===== src/rtl/sraw_pkg.sv =====
package sraw_pkg;

    localparam int INSN_W    = 32;
    localparam int REG_IDX_W = 5;

    localparam logic [5:0] PRIMARY_OP  = 6'd31;
    localparam logic [9:0] EXTENDED_OP = 10'd792;

    // MSB-first positions of the fields in the instruction word
    localparam int POS_PRIMARY  = 0;
    localparam int POS_DEST     = 11;
    localparam int POS_EXTENDED = 21;
    localparam int POS_RECORD   = 31;

    typedef struct packed {
        logic                 legal;
        logic                 rec;
        logic [REG_IDX_W-1:0] dst;
    } insn_fields_t;

    typedef enum logic [1:0] {
        CMP_LESS    = 2'd0,
        CMP_GREATER = 2'd1,
        CMP_EQUAL   = 2'd2
    } cmp_e;

    typedef struct packed {
        logic lt;
        logic gt;
        logic eq;
        logic so;
    } cond_t;

    // Convert an MSB-first bit number into a conventional index
    function automatic int msb0(input int pos);
        return INSN_W - 1 - pos;
    endfunction

endpackage


===== src/rtl/sraw_decode.sv =====
module sraw_decode
    import sraw_pkg::*;
(
    input  logic [INSN_W-1:0] insn,
    output insn_fields_t      fields
);

    logic [5:0] primary;
    logic [9:0] extended;

    always_comb begin
        primary    = insn[msb0(POS_PRIMARY) -: 6];
        extended   = insn[msb0(POS_RECORD - 1) + 9 -: 10];
        fields.dst = insn[msb0(POS_DEST) -: REG_IDX_W];
        fields.rec = insn[msb0(POS_RECORD)];
        fields.legal = (primary == PRIMARY_OP) && (extended == EXTENDED_OP);
    end

    // Source and count register selectors are resolved by the register file
    logic unused_selectors;
    assign unused_selectors = ^insn[25:11];

endmodule


===== src/rtl/sraw_shift_core.sv =====
module sraw_shift_core #(
    parameter int XLEN  = 64,
    parameter int WLEN  = 32,
    parameter int CNT_W = $clog2(WLEN) + 1
) (
    input  logic [WLEN-1:0]  word_in,
    input  logic [CNT_W-1:0] amount,
    output logic [XLEN-1:0]  value,
    output logic             ca
);

    localparam int STAGES = $clog2(WLEN);
    localparam int EXT_W  = XLEN - WLEN;

    logic            sgn;
    logic [WLEN-1:0] stage_w [0:STAGES];
    logic [STAGES:0] lost;
    logic            oversize;
    logic [WLEN-1:0] word_out;

    assign sgn        = word_in[WLEN-1];
    assign stage_w[0] = word_in;
    assign lost[0]    = 1'b0;

    // Logarithmic shifter; each stage also records whether a one fell off
    for (genvar k = 0; k < STAGES; k++) begin : g_stage
        localparam int D = 1 << k;
        assign stage_w[k+1] = amount[k] ? {{D{sgn}}, stage_w[k][WLEN-1:D]}
                                        : stage_w[k];
        assign lost[k+1]    = lost[k] | (amount[k] & (|stage_w[k][D-1:0]));
    end

    assign oversize = amount[CNT_W-1];

    always_comb begin
        if (oversize) begin
            word_out = {WLEN{sgn}};
            ca       = sgn;
        end else begin
            word_out = stage_w[STAGES];
            ca       = sgn & lost[STAGES];
        end
        value = {{EXT_W{word_out[WLEN-1]}}, word_out};
    end

endmodule


===== src/rtl/sraw_cond.sv =====
module sraw_cond
    import sraw_pkg::*;
#(
    parameter int WLEN = 32
) (
    input  logic [WLEN-1:0] word,
    input  logic            so_in,
    output cond_t           cf
);

    cmp_e rel;

    always_comb begin
        if (word[WLEN-1])
            rel = CMP_LESS;
        else if (word == '0)
            rel = CMP_EQUAL;
        else
            rel = CMP_GREATER;

        cf.lt = (rel == CMP_LESS);
        cf.gt = (rel == CMP_GREATER);
        cf.eq = (rel == CMP_EQUAL);
        cf.so = so_in;
    end

endmodule


===== src/rtl/sraw_unit.sv =====
module sraw_unit
    import sraw_pkg::*;
#(
    parameter int XLEN = 64,
    parameter int WLEN = 32
) (
    input  logic                 clk,
    input  logic                 rst,
    input  logic                 in_valid,
    input  logic [INSN_W-1:0]    instr,
    input  logic [XLEN-1:0]      src_val,
    input  logic [XLEN-1:0]      cnt_val,
    input  logic                 so_in,
    output logic                 out_valid,
    output logic                 gpr_we,
    output logic [REG_IDX_W-1:0] dest_idx,
    output logic [XLEN-1:0]      result,
    output logic                 carry_we,
    output logic                 carry,
    output logic                 cond_we,
    output logic [3:0]           cond
);

    localparam int CNT_W = $clog2(WLEN) + 1;

    insn_fields_t    dec;
    logic [XLEN-1:0] sh_value;
    logic            sh_ca;
    cond_t           cf;
    logic            fire;

    sraw_decode i_decode (
        .insn   (instr),
        .fields (dec)
    );

    sraw_shift_core #(
        .XLEN  (XLEN),
        .WLEN  (WLEN),
        .CNT_W (CNT_W)
    ) i_core (
        .word_in (src_val[WLEN-1:0]),
        .amount  (cnt_val[CNT_W-1:0]),
        .value   (sh_value),
        .ca      (sh_ca)
    );

    sraw_cond #(
        .WLEN (WLEN)
    ) i_cond (
        .word  (sh_value[WLEN-1:0]),
        .so_in (so_in),
        .cf    (cf)
    );

    assign fire = in_valid & dec.legal;

    always_ff @(posedge clk) begin
        if (rst) begin
            out_valid <= 1'b0;
            gpr_we    <= 1'b0;
            carry_we  <= 1'b0;
            cond_we   <= 1'b0;
            dest_idx  <= '0;
            result    <= '0;
            carry     <= 1'b0;
            cond      <= '0;
        end else begin
            out_valid <= fire;
            gpr_we    <= fire;
            carry_we  <= fire;
            cond_we   <= fire & dec.rec;
            if (fire) begin
                dest_idx <= dec.dst;
                result   <= sh_value;
                carry    <= sh_ca;
                cond     <= cf;
            end
        end
    end

    // Upper operand bits never reach the datapath
    logic unused_upper;
    assign unused_upper = ^{src_val[XLEN-1:WLEN], cnt_val[XLEN-1:CNT_W]};


    illegal_quiet_chk: assert property (@(posedge clk) disable iff (rst)
        (in_valid && (instr[31:26] != 6'd31 || instr[10:1] != 10'd792))
        |=> (!out_valid && !gpr_we && !carry_we && !cond_we));


    zero_count_chk: assert property (@(posedge clk) disable iff (rst)
        (fire && cnt_val[CNT_W-1:0] == '0)
        |=> (!carry && result[WLEN-1:0] == $past(src_val[WLEN-1:0])));


    carry_sign_chk: assert property (@(posedge clk) disable iff (rst)
        (out_valid && carry) |-> result[WLEN-1]);


    saturate_chk: assert property (@(posedge clk) disable iff (rst)
        (fire && cnt_val[CNT_W-1])
        |=> (result == {XLEN{$past(src_val[WLEN-1])}}
             && carry == $past(src_val[WLEN-1])));


    sign_ext_chk: assert property (@(posedge clk) disable iff (rst)
        out_valid |-> (result[XLEN-1:WLEN] == {(XLEN-WLEN){result[WLEN-1]}}));


    carry_always_chk: assert property (@(posedge clk) disable iff (rst)
        out_valid |-> (carry_we && gpr_we));


    cond_onehot_chk: assert property (@(posedge clk) disable iff (rst)
        cond_we |-> ($countones(cond[3:1]) == 1));

endmodule


===== config.mk =====
export PLATFORM = sky130hd
export DESIGN_NAME = sraw_unit
export DESIGN_NICKNAME = d
export VERILOG_FILES = /design/src/rtl/sraw_pkg.sv /design/src/rtl/sraw_decode.sv /design/src/rtl/sraw_shift_core.sv /design/src/rtl/sraw_cond.sv /design/src/rtl/sraw_unit.sv
export SDC_FILE = /design/constraint.sdc
export NUM_CORES = 1
export LEC_CHECK = 0
export ABC_AREA = 1
export BUFFER_PORTS_ARGS = -buffer_cell sky130_fd_sc_hd__buf_2
export CELL_PAD_IN_SITES_DETAIL_PLACEMENT = 1
export CELL_PAD_IN_SITES_GLOBAL_PLACEMENT = 1
export CORE_ASPECT_RATIO = 1.5
export CORE_UTILIZATION = 27
export DETAILED_ROUTE_END_ITERATION = 6
export PLACE_DENSITY_LB_ADDON = 0.1
export RECOVER_POWER = 50
export SYNTH_ARGS = -nofsm -noshare
export SYNTH_HDL_FRONTEND = slang
export SYNTH_SLANG_ARGS = --single-unit

===== constraint.sdc =====
create_clock -name clk -period 2.7 [get_ports clk]
set_clock_uncertainty 0.15 [all_clocks]
set_input_delay 0.675 -clock clk [delete_from_list [all_inputs] [get_ports clk]]
set_output_delay 0.675 -clock clk [all_outputs]
set_load 0.01 [all_outputs]

Word level (Yosys, flattened, before mapping)
Cells that the tools add are included.

$mul: 0. Bitwise gates (word level): 12. Div/mod/pow operators: 0. Add/subtract/negate cells: 0. Eq/ne operators: 4. Mux-type cells: 9. Magnitude comparators: 0. Shifts and indexed selects: 0. Reductions and logical operators: 7.

Operators with widths (number): 2-to-1 mux 31 bit (6); logical NOT 32 bit (1); OR reduction 16 bit (1); == test 10 bit, second input constant (1); bitwise AND 1 bit (8); OR reduction 8 bit (1); == test 6 x 5 -> 1 bit, second input constant (1); 2-to-1 mux 2 bit (2); bitwise OR 1 bit (4); OR reduction 4 bit (1); == test 2 x 1 -> 1 bit, second input constant (1); == test 2 bit, second input constant (1); logical NOT 2 bit (1); OR reduction 2 bit (1); logical AND 1 bit (1); 2-to-1 mux 1 bit (1).

Bits in writable memories: 0. Memories: 0. Output and inout bits: 78. Latch bits: 0. Input bits: 164. Register bits after elaboration: 44. Word-level logic and storage cells: 38. Bits in read-only memories: 0.

Logic depth before layout (Yosys ltp)
Depth after elaboration: 10. Mapped depth: 20. Mapped depth without buffers: 18.

Cells and area by module
A second synthesis with hierarchy kept.

Cells, all modules: 978. Area, all modules: 5500.3 µm².

Modules (own cells, without submodules): sraw_unit (times used 1, area each 3072.9 µm², cells each 476, seq. area each 1521.5 µm²); sraw_shift_core (times used 1, area each 2173.3 µm², cells each 443, seq. area each 0.0 µm²); sraw_cond (times used 1, area each 136.4 µm², cells each 34, seq. area each 0.0 µm²); sraw_decode (times used 1, area each 117.6 µm², cells each 25, seq. area each 0.0 µm²).

Least setup slack after synthesis
No wires, ideal clock.

Path kind: in2reg. Start: input instr[29]. End: register result[21]. Buffers on the path: 1. Setup slack: 0.475 ns. Arrival time: 1.953 ns. Stages on the path: 6. Cells stage by stage: nand4_1 > nor3b_1 > nand3_1 > a21oi_1 > buf_2 > a21oi_1.

Word-level cells in the longest chain between the ends: 3.

RTL lines: start, declared (line sraw_unit.sv:10) `input logic [INSN_W-1:0] instr,`; == test 6 x 5 -> 1 bit (line sraw_decode.sv:16) `fields.legal = (primary == PRIMARY_OP) && (extended == EXTENDED_OP);`; logical AND 1 bit (line sraw_decode.sv:16); bitwise AND 1 bit (line sraw_unit.sv:56) `assign fire = in_valid & dec.legal;`; end signal, assigned (line sraw_unit.sv:75) `result <= sh_value;`; end, declared (line sraw_unit.sv:17) `output logic [XLEN-1:0] result,`.

Every way passes these cells. A chain may end at the register's enable or synchronous reset.

Worst setup path after layout
Start: input cnt_val[0]. End: register cond[1].

Word-level cells in the longest chain between the ends: 10.

RTL lines: start, declared (line sraw_unit.sv:12) `input logic [XLEN-1:0] cnt_val,`; 2-to-1 mux 31 bit (5 in a row) (line sraw_shift_core.sv:28) `assign stage_w[k+1] = amount[k] ? {{D{sgn}}, stage_w[k][WLEN-1:D]}`; 2-to-1 mux 31 bit (line sraw_shift_core.sv:36) `if (oversize) begin`; logical NOT 32 bit (line sraw_cond.sv:16) `else if (word == '0)`; 2-to-1 mux 2 bit (line sraw_cond.sv:16); 2-to-1 mux 2 bit (line sraw_cond.sv:14) `if (word[WLEN-1])`; == test 2 bit (line sraw_cond.sv:23) `cf.eq = (rel == CMP_EQUAL);`; end signal, assigned (line sraw_unit.sv:67) `cond <= '0;`; end signal, assigned (line sraw_unit.sv:77) `cond <= cf;`; end, declared (line sraw_unit.sv:21) `output logic [3:0] cond`.

Every way passes these cells.

==> load_flow_metrics.sql <==
INSERT INTO impl_metrics (metric_group, metric, value, unit) VALUES
('status', 'outcome', 'finished clean', ''),
('detailed_routing', 'ant_nets', '0', ''),
('floorplanning', 'core-area', '13930', 'µm²'),
('flow_run', 'cap_violations', '0', ''),
('cells_and_area', 'final_layout_size_suffix_gt1_share', '19.84', '%'),
('clock_tree', 'clk_transition_reported_paths', '60', 'ps'),
('global_routing', 'number_of_global_route_vias_before_repair', '4865', ''),
('synthesis', 'syn_nets', '818', ''),
('worst_setup_path', 'r2r_slack', '1470', 'ps'),
('global_routing', 'track_usage', '19.32', '%'),
('clock_tree', 'cts_sinks', '44', ''),
('detailed_routing', 'detail_route.first_pass.iterations', '4', ''),
('worst_setup_path', 'critical_path_required', '2770', 'ps'),
('worst_setup_path', 'rr_worst_depth', '2', ''),
('clock_tree', 'post_cts_buffers', '0', ''),
('placed_design', 'weighted_congestion_reported_at_the_end_of_routability_driven_placement', '0.8455', ''),
('clock_tree', 'cts_tree', 'yes', ''),
('synthesis', 'synth.top_cell.area_share', '24.14', '%'),
('timing', 'sum_of_negative_setup_slack', '0', 'ps'),
('clock_tree', 'cts-buffers-inserted', '5', ''),
('clock_tree', 'clk_path_buf_depth', '2', ''),
('detailed_routing', 'routed_via_density', '5.134', ''),
('placed_design', 'detailed_place_hpwl', '12070', 'µm'),
('floorplanning', 'die_area', '14700', 'µm²'),
('floorplanning', 'dieWidth', '99.33', 'µm'),
('worst_setup_path', 'cp_max_fo', '24', ''),
('timing', 'achievable-frequency', '416.9', 'MHz'),
('timing', 'period_share', '88.84', '%'),
('pwr', 'power', '1.818', 'mW'),
('timing', 'hold_viol_final', '0', ''),
('clock_tree', 'cts-hold-fix-buffers', '0', ''),
('global_routing', 'globalRouteOverflowTotal', '0', ''),
('clock_tree', 'clock_tree.htree_level_count', '2', ''),
('timing', 'rsz_0062_raised_after_global_routing', 'false', ''),
('worst_setup_path', 'worst_setup_path_endpoint', 'cond[1]$_SDFFE_PP0P_', ''),
('synthesis', 'synth.cell_area', '3836', 'µm²'),
('global_routing', 'grt_start_max_net_pins', '35', ''),
('synthesis', 'synth_seq_cells', '44', ''),
('clock_tree', 'cts.root.buffer_cell', 'sky130_fd_sc_hd__clkbuf_16', ''),
('synthesis', 'synth-seq-area-share', '22.96', '%'),
('floorplanning', 'count_of_boundary_i_o_pins', '242', ''),
('worst_setup_path', 'setup.worst_path.start_class', 'input port', ''),
('worst_setup_path', 'rr_endpoint', 'result[31]$_SDFFE_PP0P_', ''),
('placed_design', 'place_area', '4663', 'µm²'),
('placed_design', 'dpl.cell_count', '923', ''),
('global_routing', 'antenna_found_initial', '0', ''),
('pwr', 'vdd_ir_drop_max', '0.3541', 'mV'),
('timing', 'period_minus_slack', '2399', 'ps'),
('timing', 'final_setup_violation_count', '0', ''),
('synthesis', 'synth.yosys.warnings', '0', ''),
('cells_and_area', 'final_nets', '929', ''),
('worst_setup_path', 'setup.worst_path.class', 'in2reg', ''),
('floorplanning', 'std_cell_rows', '53', ''),
('timing', 'slew_headroom', '51.41', '%'),
('placed_design', 'buffer_ports.inserted', '141', ''),
('detailed_routing', 'routed_wirelength', '14200', 'µm'),
('timing', 'slew_viol_final', '0', ''),
('timing', 'timing_worst_slew_pin_value', '727.8', 'ps'),
('cells_and_area', 'syn2layout_area_growth', '23.74', '%'),
('pwr', 'power.static_leakage', '2.329', 'nW'),
('worst_setup_path', 'rr_startpoint', 'result[31]$_SDFFE_PP0P_', ''),
('timing', 'hold_ws', '317.0', 'ps'),
('detailed_routing', 'first_iter_violations', '110', ''),
('clock_tree', 'cts_resized', '0', ''),
('worst_setup_path', 'worst-endpoint-arrival', '2470', 'ps'),
('hold_path', 'worst_hold_path_type', 'reg2reg', ''),
('cells_and_area', 'finalNonFillerCells', '931', ''),
('detailed_routing', 'drc_errors', '0', ''),
('floorplanning', 'initial_utilization', '27.55', '%'),
('synthesis', 'synthesis.instances', '654', ''),
('synthesis', 'synthDistinctLibCells', '34', '');
==> through the flow <==
stage          util, %  setup slack, ps
2_1_floorplan        -            474.9
3_3_place_gp     33.49           -7.602
3_5_place_dp     33.49           -48.34
4_1_cts          34.56            252.9
5_1_grt          34.09            50.93
6_report         34.09            301.2
==> kinds of logic after synthesis <==
family	Yosys count	synth area share [%]
simple gates	422	49.25
compound gates	93	13.37
buf+inv	95	14.42
flops	44	22.96
==> where the power goes <==
group	switching [mW]	internal [mW]
sequential	0.00000612	0.649
combinational	0.343	0.208
clock	0.250	0.369
total	0.592	1.23
==> worst max-delay path, cell delays in order <==
cell and delay [ps]:
sky130_fd_sc_hd__buf_2 130, sky130_fd_sc_hd__inv_4 120, sky130_fd_sc_hd__buf_12 160, sky130_fd_sc_hd__o21ai_2 130, sky130_fd_sc_hd__nand2_1 110, sky130_fd_sc_hd__nand3_2 90, sky130_fd_sc_hd__nand3_1 100, sky130_fd_sc_hd__nand3_1 100
sky130_fd_sc_hd__nand2_1 90, sky130_fd_sc_hd__nor2_1 160, sky130_fd_sc_hd__nand2_1 60, sky130_fd_sc_hd__nor2_1 140, sky130_fd_sc_hd__nand2_1 90, sky130_fd_sc_hd__nor2_1 110, sky130_fd_sc_hd__nand2_1 70, sky130_fd_sc_hd__a21oi_2 110
==> synth_stat cells <==
cell type and n:
sky130_fd_sc_hd__inv_4 1, sky130_fd_sc_hd__clkbuf_1 10, sky130_fd_sc_hd__nand4_2 1, sky130_fd_sc_hd__dfxtp_1 44, sky130_fd_sc_hd__buf_1 3, sky130_fd_sc_hd__o21ai_0 34
sky130_fd_sc_hd__a21boi_0 1, sky130_fd_sc_hd__clkinv_1 2, sky130_fd_sc_hd__nand2_4 1, sky130_fd_sc_hd__a21oi_2 1, sky130_fd_sc_hd__a21oi_1 41, sky130_fd_sc_hd__inv_1 18
sky130_fd_sc_hd__nor4_1 4, sky130_fd_sc_hd__o21ai_1 1, sky130_fd_sc_hd__a22oi_1 6, sky130_fd_sc_hd__o21ai_2 1, sky130_fd_sc_hd__nor3b_1 1, sky130_fd_sc_hd__nor2_2 1
sky130_fd_sc_hd__nand2_2 7, sky130_fd_sc_hd__a211oi_1 1, sky130_fd_sc_hd__inv_2 1, sky130_fd_sc_hd__nand3_2 1, sky130_fd_sc_hd__buf_4 36, sky130_fd_sc_hd__buf_2 20
sky130_fd_sc_hd__and2_1 2, sky130_fd_sc_hd__nor2_1 56, sky130_fd_sc_hd__nand2_1 158, sky130_fd_sc_hd__nand3_1 185, sky130_fd_sc_hd__o21bai_1 1, sky130_fd_sc_hd__buf_8 1
sky130_fd_sc_hd__a22o_1 2, sky130_fd_sc_hd__buf_6 3, sky130_fd_sc_hd__nand4_1 5, sky130_fd_sc_hd__o211ai_1 4
==> metal layers <==
| metal | wire length [µm] | track usage (%) | up-vias | part of all wire (%) |
|---|---|---|---|---|
| met1 | 6063 | 22.34 | 2240 | 43 |
| met3 | 497 | 1.939 | 21 | 3.5 |
| met2 | 7278 | 36.22 | 110 | 51 |
| met4 | 363 | 6.985 | 0 | 2.6 |
| li1 | - | - | 2409 | - |
| met5 | 0 | 0 | - | 0 |
==> state kept, by name, indices dropped and copies added, names as in the netlist <==
name and cells:
result 32, dest_idx 5, cond 4, carry 1, carry_we 1, cond_we 1
==> area by class of cell <==
| cell class | instances | area, µm² |
|---|---|---|
| fill | 1925 | 9179 |
| multi-input combinational | 515 | 2396 |
| timing repair buffer | 177 | 1028 |
| sequential | 44 | 880.8 |
| tap | 165 | 206.4 |
| clock buffer | 7 | 142.6 |
| inverter | 22 | 85.08 |
| clock inverter | 1 | 7.507 |
==> cells in the final DEF (no fill, tap or decap), types with 2 or more instances in the layout <==
| cell | synthesis | final |
|---|---|---|
| sky130_fd_sc_hd__a22oi_1 | 6 | 6 |
| sky130_fd_sc_hd__o211ai_1 | 4 | 4 |
| sky130_fd_sc_hd__dfxtp_1 | 44 | 44 |
| sky130_fd_sc_hd__nand4_1 | 5 | 6 |
| sky130_fd_sc_hd__and2_1 | 2 | 2 |
| sky130_fd_sc_hd__buf_2 | 20 | 96 |
| sky130_fd_sc_hd__a21oi_1 | 41 | 41 |
| sky130_fd_sc_hd__buf_12 | 0 | 9 |
| sky130_fd_sc_hd__nand3_1 | 185 | 185 |
| sky130_fd_sc_hd__nor4_1 | 4 | 4 |
| sky130_fd_sc_hd__clkinv_1 | 2 | 2 |
| sky130_fd_sc_hd__a22o_1 | 2 | 2 |
| sky130_fd_sc_hd__clkbuf_1 | 10 | 47 |
| sky130_fd_sc_hd__o21ai_0 | 34 | 34 |
| sky130_fd_sc_hd__nor2_1 | 56 | 56 |
| sky130_fd_sc_hd__nand2_1 | 158 | 158 |
| sky130_fd_sc_hd__clkbuf_16 | 0 | 5 |
| sky130_fd_sc_hd__nand2_2 | 7 | 7 |
| sky130_fd_sc_hd__inv_1 | 18 | 18 |
| sky130_fd_sc_hd__buf_4 | 36 | 25 |
==> worst min-delay path by stage <==
stage,start,depth (start not counted),to,slack [ps]
CTS,carry$_SDFFE_PP0P_,2,carry$_SDFFE_PP0P_,320
floorplan,carry$_SDFFE_PP0P_,2,carry$_SDFFE_PP0P_,330
global placement,cond[2]$_SDFFE_PP0P_,2,cond[2]$_SDFFE_PP0P_,300
detailed placement,carry$_SDFFE_PP0P_,2,carry$_SDFFE_PP0P_,310
finish,carry$_SDFFE_PP0P_,2,carry$_SDFFE_PP0P_,320
global route,cond[1]$_SDFFE_PP0P_,2,cond[1]$_SDFFE_PP0P_,360
(Power assumes the default switching activity.)
